`src/rtl/ffsr_pkg.sv`:
```
package ffsr_pkg;

    typedef enum logic [2:0] {
        ST_IDLE,
        ST_PROG,
        ST_PROG_HOLD,
        ST_PROG_PARKED,
        ST_ERASE,
        ST_ERASE_HOLD,
        ST_ERASE_PARKED,
        ST_REGWR
    } eng_state_e;

    localparam int FSR_W       = 8;
    localparam int B_READY     = 7;
    localparam int B_ESUSP     = 6;
    localparam int B_ERR_ERASE = 5;
    localparam int B_ERR_PROG  = 4;
    localparam int B_ERR_VOLT  = 3;
    localparam int B_PSUSP     = 2;
    localparam int B_ERR_PROT  = 1;
    localparam int B_ADDR4     = 0;

    localparam int NERR        = 4;
    localparam int IX_ERASE    = 0;
    localparam int IX_PROG     = 1;
    localparam int IX_VOLT     = 2;
    localparam int IX_PROT     = 3;

endpackage

```
`src/rtl/ffsr_engine_fsm.sv`:
```
module ffsr_engine_fsm
    import ffsr_pkg::*;
#(
    parameter int SUSP_LAT = 2
) (
    input  logic       clk,
    input  logic       rst_n,
    input  logic       cmd_prog,
    input  logic       cmd_erase,
    input  logic       cmd_regwr,
    input  logic       op_done,
    input  logic       fault_any,
    input  logic       susp_req,
    input  logic       resume_req,
    input  logic       err_pending,
    output logic       in_prog,
    output logic       in_erase,
    output logic       blk_prog,
    output logic       blk_erase,
    output logic       ready,
    output logic       psusp,
    output logic       esusp
);

    localparam int CW = (SUSP_LAT > 1) ? $clog2(SUSP_LAT) : 1;
    localparam logic [CW-1:0] HOLD_LAST = CW'(SUSP_LAT - 1);

    eng_state_e state_q, state_d;
    logic [CW-1:0] hold_cnt_q, hold_cnt_d;

    // state register
    always_ff @(posedge clk) begin
        if (!rst_n) begin
            state_q    <= ST_IDLE;
            hold_cnt_q <= '0;
        end else begin
            state_q    <= state_d;
            hold_cnt_q <= hold_cnt_d;
        end
    end

    // next state
    always_comb begin
        state_d    = state_q;
        hold_cnt_d = hold_cnt_q;
        unique case (state_q)
            ST_IDLE: begin
                if (cmd_prog) begin
                    if (!err_pending) state_d = ST_PROG;
                end else if (cmd_erase) begin
                    if (!err_pending) state_d = ST_ERASE;
                end else if (cmd_regwr) begin
                    state_d = ST_REGWR;
                end
            end
            ST_PROG: begin
                if (fault_any || op_done) begin
                    state_d = ST_IDLE;
                end else if (susp_req) begin
                    state_d    = ST_PROG_HOLD;
                    hold_cnt_d = '0;
                end
            end
            ST_PROG_HOLD: begin
                if (fault_any || op_done) begin
                    state_d = ST_IDLE;
                end else if (hold_cnt_q == HOLD_LAST) begin
                    state_d = ST_PROG_PARKED;
                end else begin
                    hold_cnt_d = hold_cnt_q + 1'b1;
                end
            end
            ST_PROG_PARKED: begin
                if (resume_req) state_d = ST_PROG;
            end
            ST_ERASE: begin
                if (fault_any || op_done) begin
                    state_d = ST_IDLE;
                end else if (susp_req) begin
                    state_d    = ST_ERASE_HOLD;
                    hold_cnt_d = '0;
                end
            end
            ST_ERASE_HOLD: begin
                if (fault_any || op_done) begin
                    state_d = ST_IDLE;
                end else if (hold_cnt_q == HOLD_LAST) begin
                    state_d = ST_ERASE_PARKED;
                end else begin
                    hold_cnt_d = hold_cnt_q + 1'b1;
                end
            end
            ST_ERASE_PARKED: begin
                if (resume_req) state_d = ST_ERASE;
            end
            ST_REGWR: begin
                if (op_done) state_d = ST_IDLE;
            end
            default: state_d = ST_IDLE;
        endcase
    end

    // outputs
    always_comb begin
        in_prog   = 1'b0;
        in_erase  = 1'b0;
        ready     = 1'b0;
        psusp     = 1'b0;
        esusp     = 1'b0;
        blk_prog  = 1'b0;
        blk_erase = 1'b0;
        unique case (state_q)
            ST_IDLE: begin
                ready     = 1'b1;
                blk_prog  = cmd_prog && err_pending;
                blk_erase = !cmd_prog && cmd_erase && err_pending;
            end
            ST_PROG:         in_prog = 1'b1;
            ST_PROG_HOLD: begin
                in_prog = 1'b1;
                psusp   = 1'b1;
            end
            ST_PROG_PARKED: begin
                ready = 1'b1;
                psusp = 1'b1;
            end
            ST_ERASE:        in_erase = 1'b1;
            ST_ERASE_HOLD: begin
                in_erase = 1'b1;
                esusp    = 1'b1;
            end
            ST_ERASE_PARKED: begin
                ready = 1'b1;
                esusp = 1'b1;
            end
            ST_REGWR:        ready = 1'b0;
            default:         ready = 1'b0;
        endcase
    end


    parked_stays_chk: assert property (@(posedge clk) disable iff (!rst_n)
        (state_q == ST_PROG_PARKED && !resume_req) |=> (state_q == ST_PROG_PARKED));


    refused_stays_idle_chk: assert property (@(posedge clk) disable iff (!rst_n)
        (state_q == ST_IDLE && err_pending && (cmd_prog || cmd_erase)) |=> (state_q == ST_IDLE));


    prog_fault_ends_chk: assert property (@(posedge clk) disable iff (!rst_n)
        (in_prog && fault_any) |=> (state_q == ST_IDLE));

endmodule

```
`src/rtl/ffsr_sticky_errs.sv`:
```
module ffsr_sticky_errs
    import ffsr_pkg::*;
(
    input  logic            clk,
    input  logic            rst_n,
    input  logic            in_prog,
    input  logic            in_erase,
    input  logic            evt_fail,
    input  logic            evt_prot,
    input  logic            evt_supply,
    input  logic            blk_prog,
    input  logic            blk_erase,
    input  logic            clr,
    output logic [NERR-1:0] err_q,
    output logic            err_pending,
    output logic            cmd_blocked
);

    logic [NERR-1:0] set_v;

    always_comb begin
        set_v           = '0;
        set_v[IX_ERASE] = (in_erase && (evt_fail || evt_prot)) || blk_erase;
        set_v[IX_PROG]  = (in_prog && evt_fail) || blk_prog;
        set_v[IX_VOLT]  = (in_prog || in_erase) && evt_supply;
        set_v[IX_PROT]  = in_prog && evt_prot;
    end

    for (genvar g = 0; g < NERR; g++) begin : g_cell
        always_ff @(posedge clk) begin
            if (!rst_n)        err_q[g] <= 1'b0;
            else if (set_v[g]) err_q[g] <= 1'b1;
            else if (clr)      err_q[g] <= 1'b0;
        end
    end

    always_ff @(posedge clk) begin
        if (!rst_n) cmd_blocked <= 1'b0;
        else        cmd_blocked <= blk_prog || blk_erase;
    end

    assign err_pending = |err_q;


    sticky_hold_chk: assert property (@(posedge clk) disable iff (!rst_n)
        !clr |=> ((err_q & $past(err_q)) == $past(err_q)));


    clear_all_chk: assert property (@(posedge clk) disable iff (!rst_n)
        (clr && !in_prog && !in_erase && !blk_prog && !blk_erase) |=> (err_q == '0));


    quiet_no_set_chk: assert property (@(posedge clk) disable iff (!rst_n)
        (!in_prog && !in_erase && !blk_prog && !blk_erase && err_q == '0) |=> (err_q == '0));


    blocked_pulse_chk: assert property (@(posedge clk) disable iff (!rst_n)
        cmd_blocked |-> err_pending);

endmodule

```
`src/rtl/ffsr_read_port.sv`:
```
module ffsr_read_port
    import ffsr_pkg::*;
(
    input  logic             clk,
    input  logic             rst_n,
    input  logic             rd_stb,
    input  logic [FSR_W-1:0] fsr_in,
    output logic [FSR_W-1:0] rd_data,
    output logic             rd_valid
);

    always_ff @(posedge clk) begin
        if (!rst_n) begin
            rd_data  <= '0;
            rd_valid <= 1'b0;
        end else begin
            rd_valid <= rd_stb;
            if (rd_stb) rd_data <= fsr_in;
        end
    end


    read_capture_chk: assert property (@(posedge clk) disable iff (!rst_n)
        rd_stb |=> (rd_valid && rd_data == $past(fsr_in)));

endmodule

```
`src/rtl/flag_status_reg.sv`:
```
module flag_status_reg
    import ffsr_pkg::*;
#(
    parameter int SUSP_LAT = 2
) (
    input  logic       clk,
    input  logic       rst_n,
    input  logic       por_addr4,
    input  logic       addr4_mode,
    input  logic       cmd_prog,
    input  logic       cmd_erase,
    input  logic       cmd_regwr,
    input  logic       op_done,
    input  logic       evt_fail,
    input  logic       evt_prot,
    input  logic       evt_supply,
    input  logic       susp_req,
    input  logic       resume_req,
    input  logic       clr_flags,
    input  logic       rd_stb,
    output logic [7:0] fsr_o,
    output logic [7:0] rd_data,
    output logic       rd_valid,
    output logic       cmd_blocked
);

    logic in_prog, in_erase, blk_prog, blk_erase;
    logic ready, psusp, esusp, err_pending;
    logic [NERR-1:0] err_q;
    logic addr_q;

    ffsr_engine_fsm #(.SUSP_LAT(SUSP_LAT)) u_fsm (
        .clk        (clk),
        .rst_n      (rst_n),
        .cmd_prog   (cmd_prog),
        .cmd_erase  (cmd_erase),
        .cmd_regwr  (cmd_regwr),
        .op_done    (op_done),
        .fault_any  (evt_fail || evt_prot || evt_supply),
        .susp_req   (susp_req),
        .resume_req (resume_req),
        .err_pending(err_pending),
        .in_prog    (in_prog),
        .in_erase   (in_erase),
        .blk_prog   (blk_prog),
        .blk_erase  (blk_erase),
        .ready      (ready),
        .psusp      (psusp),
        .esusp      (esusp)
    );

    ffsr_sticky_errs u_errs (
        .clk        (clk),
        .rst_n      (rst_n),
        .in_prog    (in_prog),
        .in_erase   (in_erase),
        .evt_fail   (evt_fail),
        .evt_prot   (evt_prot),
        .evt_supply (evt_supply),
        .blk_prog   (blk_prog),
        .blk_erase  (blk_erase),
        .clr        (clr_flags),
        .err_q      (err_q),
        .err_pending(err_pending),
        .cmd_blocked(cmd_blocked)
    );

    always_ff @(posedge clk) begin
        if (!rst_n) addr_q <= por_addr4;
        else        addr_q <= addr4_mode;
    end

    always_comb begin
        fsr_o              = '0;
        fsr_o[B_READY]     = ready;
        fsr_o[B_ESUSP]     = esusp;
        fsr_o[B_ERR_ERASE] = err_q[IX_ERASE];
        fsr_o[B_ERR_PROG]  = err_q[IX_PROG];
        fsr_o[B_ERR_VOLT]  = err_q[IX_VOLT];
        fsr_o[B_PSUSP]     = psusp;
        fsr_o[B_ERR_PROT]  = err_q[IX_PROT];
        fsr_o[B_ADDR4]     = addr_q;
    end

    ffsr_read_port u_rd (
        .clk     (clk),
        .rst_n   (rst_n),
        .rd_stb  (rd_stb),
        .fsr_in  (fsr_o),
        .rd_data (rd_data),
        .rd_valid(rd_valid)
    );


    addr_track_chk: assert property (@(posedge clk) disable iff (!rst_n)
        1'b1 |=> (fsr_o[B_ADDR4] == $past(addr4_mode)));


    one_suspend_chk: assert property (@(posedge clk) disable iff (!rst_n)
        !(fsr_o[B_PSUSP] && fsr_o[B_ESUSP]));


    busy_not_ready_chk: assert property (@(posedge clk) disable iff (!rst_n)
        (in_prog || in_erase) |-> !fsr_o[B_READY]);

endmodule

```
`config.mk`:
```
export PLATFORM = sky130hd
export DESIGN_NAME = flag_status_reg
export DESIGN_NICKNAME = d
export VERILOG_FILES = /design/src/rtl/ffsr_pkg.sv /design/src/rtl/ffsr_engine_fsm.sv /design/src/rtl/ffsr_sticky_errs.sv /design/src/rtl/ffsr_read_port.sv /design/src/rtl/flag_status_reg.sv
export SDC_FILE = /design/constraint.sdc
export NUM_CORES = 1
export LEC_CHECK = 0
export ABC_AREA = 1
export BUFFER_PORTS_ARGS = -buffer_cell sky130_fd_sc_hd__buf_4
export CORE_AREA = 4 4 58 60
export DETAILED_ROUTE_END_ITERATION = 7
export DIE_AREA = 0 0 62 64
export PLACE_DENSITY = 0.56
export SLEW_MARGIN = 15
export SYNTH_ARGS = -nofsm -noshare
export SYNTH_HDL_FRONTEND = slang
export SYNTH_SLANG_ARGS = --single-unit
```
`constraint.sdc`:
```
create_clock -name clk -period 2.51 [get_ports clk]
set_input_delay 0.502 -clock clk [delete_from_list [all_inputs] [get_ports clk]]
set_output_delay 0.502 -clock clk [all_outputs]
set_load 0.05 [all_outputs]
```
==> flow_summary.json, run 1 <==
{
  "status": "finished, final reports clean",
  "fin_crit_sh_pct": 76.5,
  "required_ns": 2.01,
  "first_iter_violations": 36,
  "r2r_cells": 9,
  "start_util_pct": 33.5,
  "grt_pass1_wl_um": 4100,
  "finalWirelength_um": 2440,
  "syn_avg_cell_area_sq_um": 6.46,
  "setup.worst_path.start": "u_fsm.state_q[2]$_SDFFE_PN0P_",
  "register_area_sq_um": 380,
  "p_sw_share_pct": 52.0,
  "synth_area_leaders": "dfxtp_1 39%, nand2_1 17%, nor2_1 12%",
  "dieArea_sq_um": 3970,
  "via_count": 1001,
  "areaGrowthSynthToFinish_pct": 25.7,
  "postSynthCellCount": 152,
  "grt_max_degree": 14,
  "final_max_slew_viol_count": 0,
  "drc": 0,
  "setup_tns_ns": 0,
  "num-fill-cells": 323,
  "cts_tree": "done",
  "critPathKind": "reg -> out",
  "drive_gt1_share_pct": 25.4,
  "clockBufferDepth": 2,
  "cts_resized": 0,
  "yosysWarnings": 0,
  "async_flop_share_pct": 0,
  "multiInputGateArea_sq_um": 489,
  "postCtsHoldBufs": 0,
  "design_area_sq_um": 1230,
  "p_int_uw": 667,
  "row_count": 20,
  "met1_length_um": 1080,
  "clkPwrFrac_pct": 11.4,
  "numCtsBuffers": 3,
  "hold_violations": 0,
  "fmax_mhz": 521,
  "r2r_slack_ns": 1.08,
  "gp_congestion": 0.853,
  "post_dp_cell_area_sq_um": 1210,
  "p_leak_uw": 0.000658,
  "synth.top_cells.by_count": "44 x nand2_1, 32 x nor2_1, 19 x dfxtp_1, 13 x inv_1, 9 x o21ai_0",
  "antenna_cells": 0,
  "relSlewSlack_pct": 80.5,
  "postCtsSetupBuffers": 0,
  "die_h_um": 64,
  "syn_nets": 167,
  "power_density_nw_per_um2": 1130,
  "cp.arrival_ns": 1.42,
  "sequentialPowerShare_pct": 31.4,
  "hpwl_um": 1990,
  "wl_met2_um": 1180,
  "synth.cell_area_sq_um": 982,
  "path_clk_slew_ns": 0.12,
  "drv_cap": 0,
  "grtUsageTotal_pct": 13.4,
  "slowest_delay_ns": 0.50,
  "wl_per_cell_um": 11.4,
  "yosys_register_bits": 19,
  "crit_fanout": 7,
  "die_w_um": 62,
  "cp-end-kind": "primary output",
  "r2r_end": "u_fsm.state_q[0]$_SDFFE_PN0P_",
  "clk_latency_ns": 0.30,
  "wl_met3_um": 139,
  "nets": 197,
  "yosysUniqueCellTypes": 19,
  "synth_edf_count": 0,
  "setup_viol": 0,
  "htree_levels": 1,
  "crit_path_cell_trace": "inv_2, nand2_1, nand3_1, buf_4",
  "viasPerCell": 4.68,
  "synth.largest_area_cell": "dfxtp_1",
  "period_needed_ns": 1.92,
  "worst_slew_pin_slew_ns": 0.292,
  "yosysMostFrequentCell": "nand2_1",
  "endpoint": "fsr_o[7]",
  "critical_path_buf_inv_count": 2,
  "pin_count": 33,
  "antenna_found_initial": 0,
  "critPathLaunchType": "flop",
  "port-buffer-count": 32,
  "combPwrFrac_pct": 57.2,
  "rsz0062_at_grt": "no",
  "cts_sinks": 19,
  "gr-total-overflow": 0,
  "power_switching_uw": 724,
  "synth_ff_type": "dfxtp_1",
  "cp_slowest_cell": "dfxtp_1",
  "holdCritPathClass": "in -> reg",
  "cts-root-buf": "clkbuf_4",
  "synth_top_area_share_pct": 38.7,
  "path_delay_family": "flip-flops",
  "r2r-start": "u_fsm.state_q[1]$_SDFFE_PN0P_",
  "ant_nets": 0,
  "ir_worst_vdd_v": 0.000510,
  "dr.pass1.iters": 4,
  "grt_pass1_vias": 963,
  "cp.depth": 4,
  "dr.max_layer_used": "met4",
  "yosysSeqAreaShare_pct": 38.7,
  "finClkSkew_ns": 0.00958,
  "core_sq_um": 2930
}
[cell families (layout without fill, tap and decap cells)]
logic type	after synthesis	in the layout	synth area share, %
buffers and inverters	22	51	11.5
flip-flops	19	19	38.7
AO/OA/AOI/OAI	17	17	9.17
AND/OR/NAND/NOR	94	94	40.6
[power by group through the flow]
stage               clock (uW)  combinational [uW]  sequential, uW
floorplan                    0                 524             557
global placement             0                 795             437
detailed placement           0                 798             443
CTS                        164                 800             436
global route               174                 880             450
finish                     159                 795             436
[cell usage in the layout, fill, tap and decap left out]
cell type	n
clkinv_2	1
nor2_1	32
and2_1	2
nand2_1	44
inv_2	2
buf_4	32
nor3_1	2
nand3_2	3
dfxtp_1	19
nand2_2	3
o22ai_1	1
inv_1	13
a21oi_1	5
clkbuf_4	3
nor2_2	2
o21ai_0	9
nand3_1	6
a22oi_1	1
a31oi_1	1
[how the worst min path moves through the flow]
stage                             startpoint                       endpoint  slack, ns  cells past startpoint
2_1_floorplan  u_fsm.hold_cnt_q$_SDFFE_PN0P_  u_fsm.hold_cnt_q$_SDFFE_PN0P_       0.44                      2
3_3_place_gp   u_fsm.hold_cnt_q$_SDFFE_PN0P_  u_fsm.hold_cnt_q$_SDFFE_PN0P_       0.45                      2
3_5_place_dp   u_fsm.hold_cnt_q$_SDFFE_PN0P_  u_fsm.hold_cnt_q$_SDFFE_PN0P_       0.46                      2
4_1_cts                           addr4_mode                 addr_q$_DFF_P_       0.38                      3
5_1_grt                           addr4_mode                 addr_q$_DFF_P_       0.40                      3
6_report                          addr4_mode                 addr_q$_DFF_P_       0.39                      3
[metal layers]
layer	track usage, %	up-vias
met1	17.9	438
met2	21.5	31
met3	1.82	5
met4	4.77	0
met5	0	-
li1	-	527
[through the flow]
step | hold WS (ns) | worst slack [ns] | instances | utilization (%) | total power [uW]
floorplan | 0.439 | 1.05 | 152 | - | 1080
global placement | 0.447 | 1.01 | 210 | 41.2 | 1230
detailed placement | 0.463 | 0.950 | 210 | 41.2 | 1240
CTS | 0.382 | 0.602 | 214 | 42.2 | 1400
global route | 0.398 | 0.522 | 214 | 42.2 | 1500
finish | 0.386 | 0.590 | 214 | 42.2 | 1390
[final cells by class]
type	count	area share, %
Multi-Input combinational cell	111	39.6
Sequential cell	19	30.8
Timing Repair Buffer	32	19.5
Inverter	15	4.56
Tap cell	33	3.34
Clock buffer	3	1.82
Clock inverter	1	0.405
[flip-flops by register name, indices dropped and copies added, names as in the netlist]
signal / cells
u_errs.cmd_blocked: 1
u_fsm.hold_cnt_q: 1
u_rd.rd_data: 8
u_errs.err_q: 4
addr_q: 1
u_rd.rd_valid: 1
u_fsm.state_q: 3
[worst register-to-register path, delay by kind of cell, from the launching register on]
kind,cells,cell delay (ns)
buf+inv,1,0.16
simple gates,8,0.69
flops,1,0.51
(Power assumes the default switching activity.)
==> run 2, diff against run 1 <==
- clock period: 2.51 -> 1.9 ns (I/O delays scaled with it)
==> run 2 against run 1 <==
  * Clock power is 26% higher
  * Sequential cell count stayed put
  * Sequential share of layout area hardly changed
  * Final cell count stayed put
  * Register-to-register slack worse by 0.64 ns
  * Highest routed layer unchanged
==> flow_summary.json, run 2 (synthesized netlist as in run 1, its figures left out) <==
{
  "slowest_delay_ns": 0.48,
  "first_iter_violations": 37,
  "gp_congestion": 0.836,
  "dr.pass1.iters": 4,
  "power_density_nw_per_um2": 1490,
  "worst_slew_pin_slew_ns": 0.305,
  "cp-end-kind": "primary output",
  "nets": 197,
  "drv_cap": 0,
  "finClkSkew_ns": 0.00475,
  "cp_slowest_cell": "dfxtp_1",
  "r2r_slack_ns": 0.44,
  "fin_util_pct": 42.2,
  "ant_nets": 0,
  "finalWirelength_um": 2420,
  "viasPerCell": 4.72,
  "top_register": "u_rd.rd_data",
  "hpwl_um": 1980,
  "r2r_cells": 10,
  "core_sq_um": 2930,
  "required_ns": 1.52,
  "endpoint": "fsr_o[7]",
  "drc": 0,
  "relSlewSlack_pct": 79.6,
  "start_util_pct": 33.5,
  "antenna_found_initial": 0,
  "pin_count": 33,
  "crit_path_cell_trace": "inv_2, nand2_1, nand3_1, buf_4",
  "antenna_cells": 0,
  "period_needed_ns": 1.77,
  "cp.arrival_ns": 1.39,
  "grtUsageTotal_pct": 13.2,
  "final_common_cell": "nand2_1",
  "grt_pass1_wl_um": 4020,
  "clockBufferDepth": 2,
  "cts-root-buf": "clkbuf_4",
  "path_delay_family": "flip-flops",
  "areaGrowthSynthToFinish_pct": 25.9,
  "hold_violations": 0,
  "top_regs": "u_rd.rd_data (8), u_errs.err_q (4), u_fsm.state_q (3)",
  "htree_levels": 1,
  "wl_per_cell_um": 11.3,
  "cts_sinks": 19,
  "status": "finished, final reports clean",
  "path_clk_slew_ns": 0.10,
  "critPathKind": "reg -> out",
  "crit_fanout": 7,
  "largest_reg_flops": 8,
  "row_count": 20,
  "die_h_um": 64,
  "gr-total-overflow": 0,
  "clk_latency_ns": 0.29,
  "dieArea_sq_um": 3970,
  "final_cell_mix": "44 x nand2_1, 32 x buf_4, 31 x nor2_1",
  "die_w_um": 62,
  "setup.worst_path.start": "u_fsm.state_q[2]$_SDFFE_PN0P_",
  "rsz0062_at_grt": "no",
  "drive_gt1_share_pct": 25.4,
  "fmax_mhz": 565,
  "critical_path_buf_inv_count": 2,
  "ir_worst_vdd_v": 0.000744,
  "cts_tree": "done",
  "r2r_end": "u_fsm.state_q[1]$_SDFFE_PN0P_",
  "postCtsSetupBuffers": 0,
  "cp.depth": 4,
  "port-buffer-count": 32,
  "numCtsBuffers": 3,
  "num-fill-cells": 316,
  "critPathLaunchType": "flop",
  "p_leak_uw": 0.000656,
  "r2r-start": "u_fsm.state_q[1]$_SDFFE_PN0P_",
  "fin_crit_sh_pct": 93.1,
  "grt_max_degree": 14,
  "setup_viol": 0,
  "setup_tns_ns": 0,
  "holdCritPathClass": "in -> reg",
  "via_count": 1011,
  "final_max_slew_viol_count": 0,
  "grt_pass1_vias": 931
}
==> run 2: cell type report <==
type / instances / area [sq um] / share of cell area [%]
Tap cell: 33 / 41.3 / 3.34
Clock buffer: 4 / 26.3 / 2.13
Inverter: 15 / 56.3 / 4.55
Multi-Input combinational cell: 111 / 492 / 39.8
Timing Repair Buffer: 32 / 240 / 19.4
Sequential cell: 19 / 380 / 30.8
==> run 2: metal layers <==
layer | track usage, % | vias up | part of all wire, %
met5 | 0 | - | 0
met4 | 2.39 | 0 | 0.54
met3 | 3.84 | 2 | 7.3
met2 | 21.4 | 27 | 48
met1 | 17.1 | 453 | 44
li1 | - | 529 | -
==> run 2: tightest hold or removal path, cell delays in order <==
cell     delay, ns
buf_4         0.07
nand2_1       0.04
nand2_1       0.05
==> run 2: timing repair <==
action | CTS | global route
hold buffers | 0 | 0
endpoints found under the setup margin | 0 | 1
gates resized for setup | 0 | 1
==> run 2: metrics by stage <==
| step | power [uW] | cell area [sq um] | worst slack [ns] | hold slack, ns | instances |
|---|---|---|---|---|---|
| floorplan | 1430 | 982 | 0.530 | 0.439 | 152 |
| detailed placement | 1640 | 1210 | 0.460 | 0.458 | 210 |
| global placement | 1630 | 1210 | 0.515 | 0.448 | 210 |
| finish | 1840 | 1240 | 0.131 | 0.273 | 214 |
| CTS | 1850 | 1230 | 0.122 | 0.265 | 214 |
| global route | 1990 | 1240 | 0.0143 | 0.278 | 214 |
==> run 2: where the power goes <==
group / switching, uW / leakage, uW / internal (uW)
combinational: 732 / 0.000484 / 324
sequential: 98.7 / 0.000157 / 481
clock: 118 / 0.0000150 / 81.7
==> run 2: worst min path at each step <==
| stage | end | slack, ns | cells after the start | startpoint |
|---|---|---|---|---|
| 2_1_floorplan | u_fsm.hold_cnt_q$_SDFFE_PN0P_ | 0.44 | 2 | u_fsm.hold_cnt_q$_SDFFE_PN0P_ |
| 3_3_place_gp | u_fsm.hold_cnt_q$_SDFFE_PN0P_ | 0.45 | 2 | u_fsm.hold_cnt_q$_SDFFE_PN0P_ |
| 3_5_place_dp | u_fsm.hold_cnt_q$_SDFFE_PN0P_ | 0.46 | 2 | u_fsm.hold_cnt_q$_SDFFE_PN0P_ |
| 4_1_cts | addr_q$_DFF_P_ | 0.27 | 3 | addr4_mode |
| 5_1_grt | addr_q$_DFF_P_ | 0.28 | 3 | addr4_mode |
| 6_report | addr_q$_DFF_P_ | 0.27 | 3 | addr4_mode |
==> run 3, diff against run 2 <==
- ABC_AREA: 1 -> 0
- CORE_AREA: 4 4 58 60 -> 4 4 59 61
- DIE_AREA: 0 0 62 64 -> 0 0 63 65
==> run 3 against run 2 <==
  * Sequential cell count unchanged
  * Critical path type unchanged
  * Global-route usage up 0.27 points
  * Largest power group unchanged
  * Final cell count down 15%
  * Worst hold slack better by 0.025 ns
  * Fmax down 1.7%
  * Register-to-register slack worse by 0.26 ns
  * Largest cell class unchanged
  * Clock power up 8%
==> flow_summary.json, run 3 <==
{
  "status": "finished, final reports clean",
  "largest_reg_flops": 8,
  "cp.depth": 4,
  "postCtsSetupBuffers": 0,
  "grt_pass1_vias": 960,
  "postCtsHoldBufs": 0,
  "final_max_slew_viol_count": 0,
  "drv_cap": 0,
  "final_cell_mix": "38 x buf_4, 16 x dfxtp_1, 14 x nor2_1",
  "start_util_pct": 34.2,
  "num-fill-cells": 318,
  "htree_levels": 1,
  "nets": 164,
  "antenna_found_initial": 0,
  "ant_nets": 0,
  "cp-end-kind": "primary output",
  "yosysUniqueCellTypes": 40,
  "drc": 0,
  "relSlewSlack_pct": 66.5,
  "numCtsBuffers": 3,
  "finClkSkew_ns": 0.00161,
  "setup.worst_path.start": "u_fsm.state_q[2]$_SDFFE_PN0P_",
  "synth_top_area_share_pct": 37.3,
  "final_common_cell": "buf_4",
  "async_flop_share_pct": 0,
  "die_w_um": 63,
  "via_count": 920,
  "gp_congestion": 0.858,
  "hpwl_um": 1920,
  "fin_cells": 181,
  "pin_count": 33,
  "dr.pass1.iters": 4,
  "crit_fanout": 11,
  "cp.arrival_ns": 1.42,
  "r2r_slack_ns": 0.18,
  "cts_sinks": 19,
  "synth.largest_area_cell": "dfxtp_1",
  "synth_ff_type": "dfxtp_1",
  "power_density_nw_per_um2": 1630,
  "die_h_um": 65,
  "synth_area_leaders": "dfxtp_1 37%, mux2i_1 6.9%, nor2_1 5.2%",
  "yosys_register_bits": 19,
  "wl_per_cell_um": 14.2,
  "grt_max_degree": 16,
  "p_leak_uw": 0.000586,
  "period_needed_ns": 1.80,
  "fin_crit_sh_pct": 94.8,
  "viasPerCell": 5.08,
  "clk_latency_ns": 0.30,
  "drive_gt1_share_pct": 36.5,
  "first_iter_violations": 40,
  "grtUsageTotal_pct": 13.4,
  "top_register": "u_rd.rd_data",
  "synth_edf_count": 0,
  "synth.cell_area_sq_um": 1020,
  "grt_pass1_wl_um": 4380,
  "cts_tree": "done",
  "hold_violations": 0,
  "worst_slew_pin_slew_ns": 0.502,
  "clockBufferDepth": 2,
  "syn_nets": 133,
  "critPathLaunchType": "flop",
  "cp_slowest_cell": "dfxtp_4",
  "dieArea_sq_um": 4100,
  "yosysSeqAreaShare_pct": 37.3,
  "port-buffer-count": 32,
  "holdCritPathClass": "in -> reg",
  "finalWirelength_um": 2570,
  "yosysWarnings": 0,
  "setup_viol": 0,
  "cts_resized": 2,
  "required_ns": 1.52,
  "r2r-start": "u_fsm.state_q[2]$_SDFFE_PN0P_",
  "slowest_delay_ns": 0.44,
  "top_regs": "u_rd.rd_data (8), u_errs.err_q (4), u_fsm.state_q (3)",
  "postSynthCellCount": 118,
  "crit_path_cell_trace": "nor2b_1, nor3_1, a21o_1, buf_4",
  "row_count": 20,
  "critical_path_buf_inv_count": 1,
  "path_delay_family": "flip-flops",
  "synth.top_cells.by_count": "19 x dfxtp_1, 14 x nor2_1, 8 x nand2_1, 7 x a21oi_1, 7 x mux2i_1",
  "r2r_cells": 6,
  "path_clk_slew_ns": 0.12,
  "core_sq_um": 2980,
  "antenna_cells": 0,
  "syn_avg_cell_area_sq_um": 8.63,
  "dp_cells": 177,
  "ir_worst_vdd_v": 0.000686,
  "gr-total-overflow": 0,
  "r2r_end": "u_fsm.state_q[2]$_SDFFE_PN0P_",
  "yosysMostFrequentCell": "dfxtp_1",
  "fmax_mhz": 555,
  "critPathKind": "reg -> out",
  "timing.hold.ws_ns": 0.297,
  "areaGrowthSynthToFinish_pct": 29.6,
  "endpoint": "fsr_o[7]",
  "cts-root-buf": "clkbuf_4"
}
-- run 3: cell count changes after synthesis, moves of 3 or more --
cell     previous run  this run
nor3_1              2         5
buf_2               0         5
nand3_2             3         0
nor2b_1             0         5
o21ai_0             9         3
inv_1              13         3
mux2i_1             0         7
nand2_1            44         8
nor2_1             32        14
nand3_1             6         1
nand2_2             3         0
-- run 3: metrics by stage --
step	cell area, sq um	worst slack, ns	power, uW	utilization (%)	setup TNS, ns
4_1_cts	1310	0.0107	2140	43.9	0
3_3_place_gp	1280	0.219	1900	42.9	0
2_1_floorplan	1020	0.0825	1630	-	0
5_1_grt	1320	-0.00151	2310	44.3	-0.00151
6_report	1320	0.0995	2150	44.3	0
3_5_place_dp	1280	0.177	1910	42.9	0
-- run 3: cells by family (layout without fill, tap and decap cells) --
| kind of cell | after synthesis | after routing | share of synthesized area (%) |
|---|---|---|---|
| simple gates | 47 | 47 | 25.9 |
| xor+xnor | 3 | 3 | 2.58 |
| mux | 8 | 8 | 7.99 |
| buf+inv | 15 | 45 | 7.62 |
| flops | 19 | 19 | 37.3 |
| compound gates | 26 | 26 | 18.6 |
-- run 3: worst min-delay path by stage --
stage                                       startpoint                      endpoint  slack [ns]  cells after the start
final                                        por_addr4                addr_q$_DFF_P_        0.30                      2
after global routing                         por_addr4                addr_q$_DFF_P_        0.29                      2
after CTS                                    por_addr4                addr_q$_DFF_P_        0.29                      2
after detailed placement  u_rd.rd_data[7]$_SDFFE_PN0P_  u_rd.rd_data[7]$_SDFFE_PN0P_        0.47                      2
after global placement    u_rd.rd_data[6]$_SDFFE_PN0P_  u_rd.rd_data[6]$_SDFFE_PN0P_        0.46                      2
after floorplan                         addr_q$_DFF_P_  u_rd.rd_data[0]$_SDFFE_PN0P_        0.47                      2
-- run 3: layout make-up --
| class | count | area (sq um) | share of cell area [%] |
|---|---|---|---|
| inverter | 3 | 11.3 | 0.853 |
| multi-input combinational | 84 | 568 | 43.0 |
| sequential | 19 | 387 | 29.3 |
| clock buffer | 3 | 22.5 | 1.71 |
| clock inverter | 1 | 5.00 | 0.379 |
| timing repair buffer | 38 | 285 | 21.6 |
| tap | 33 | 41.3 | 3.13 |
-- run 3: layer usage --
metal	track usage (%)	part of all wire, %
met5	0	0
met4	4.68	0.51
met3	3.29	4.6
met2	19.5	44
met1	19.1	51
-- run 3: power breakdown --
| group | total [uW] | internal, uW | switching (uW) |
|---|---|---|---|
| Combinational | 1290 | 536 | 757 |
| Clock | 216 | 78.5 | 138 |
| Sequential | 645 | 505 | 140 |
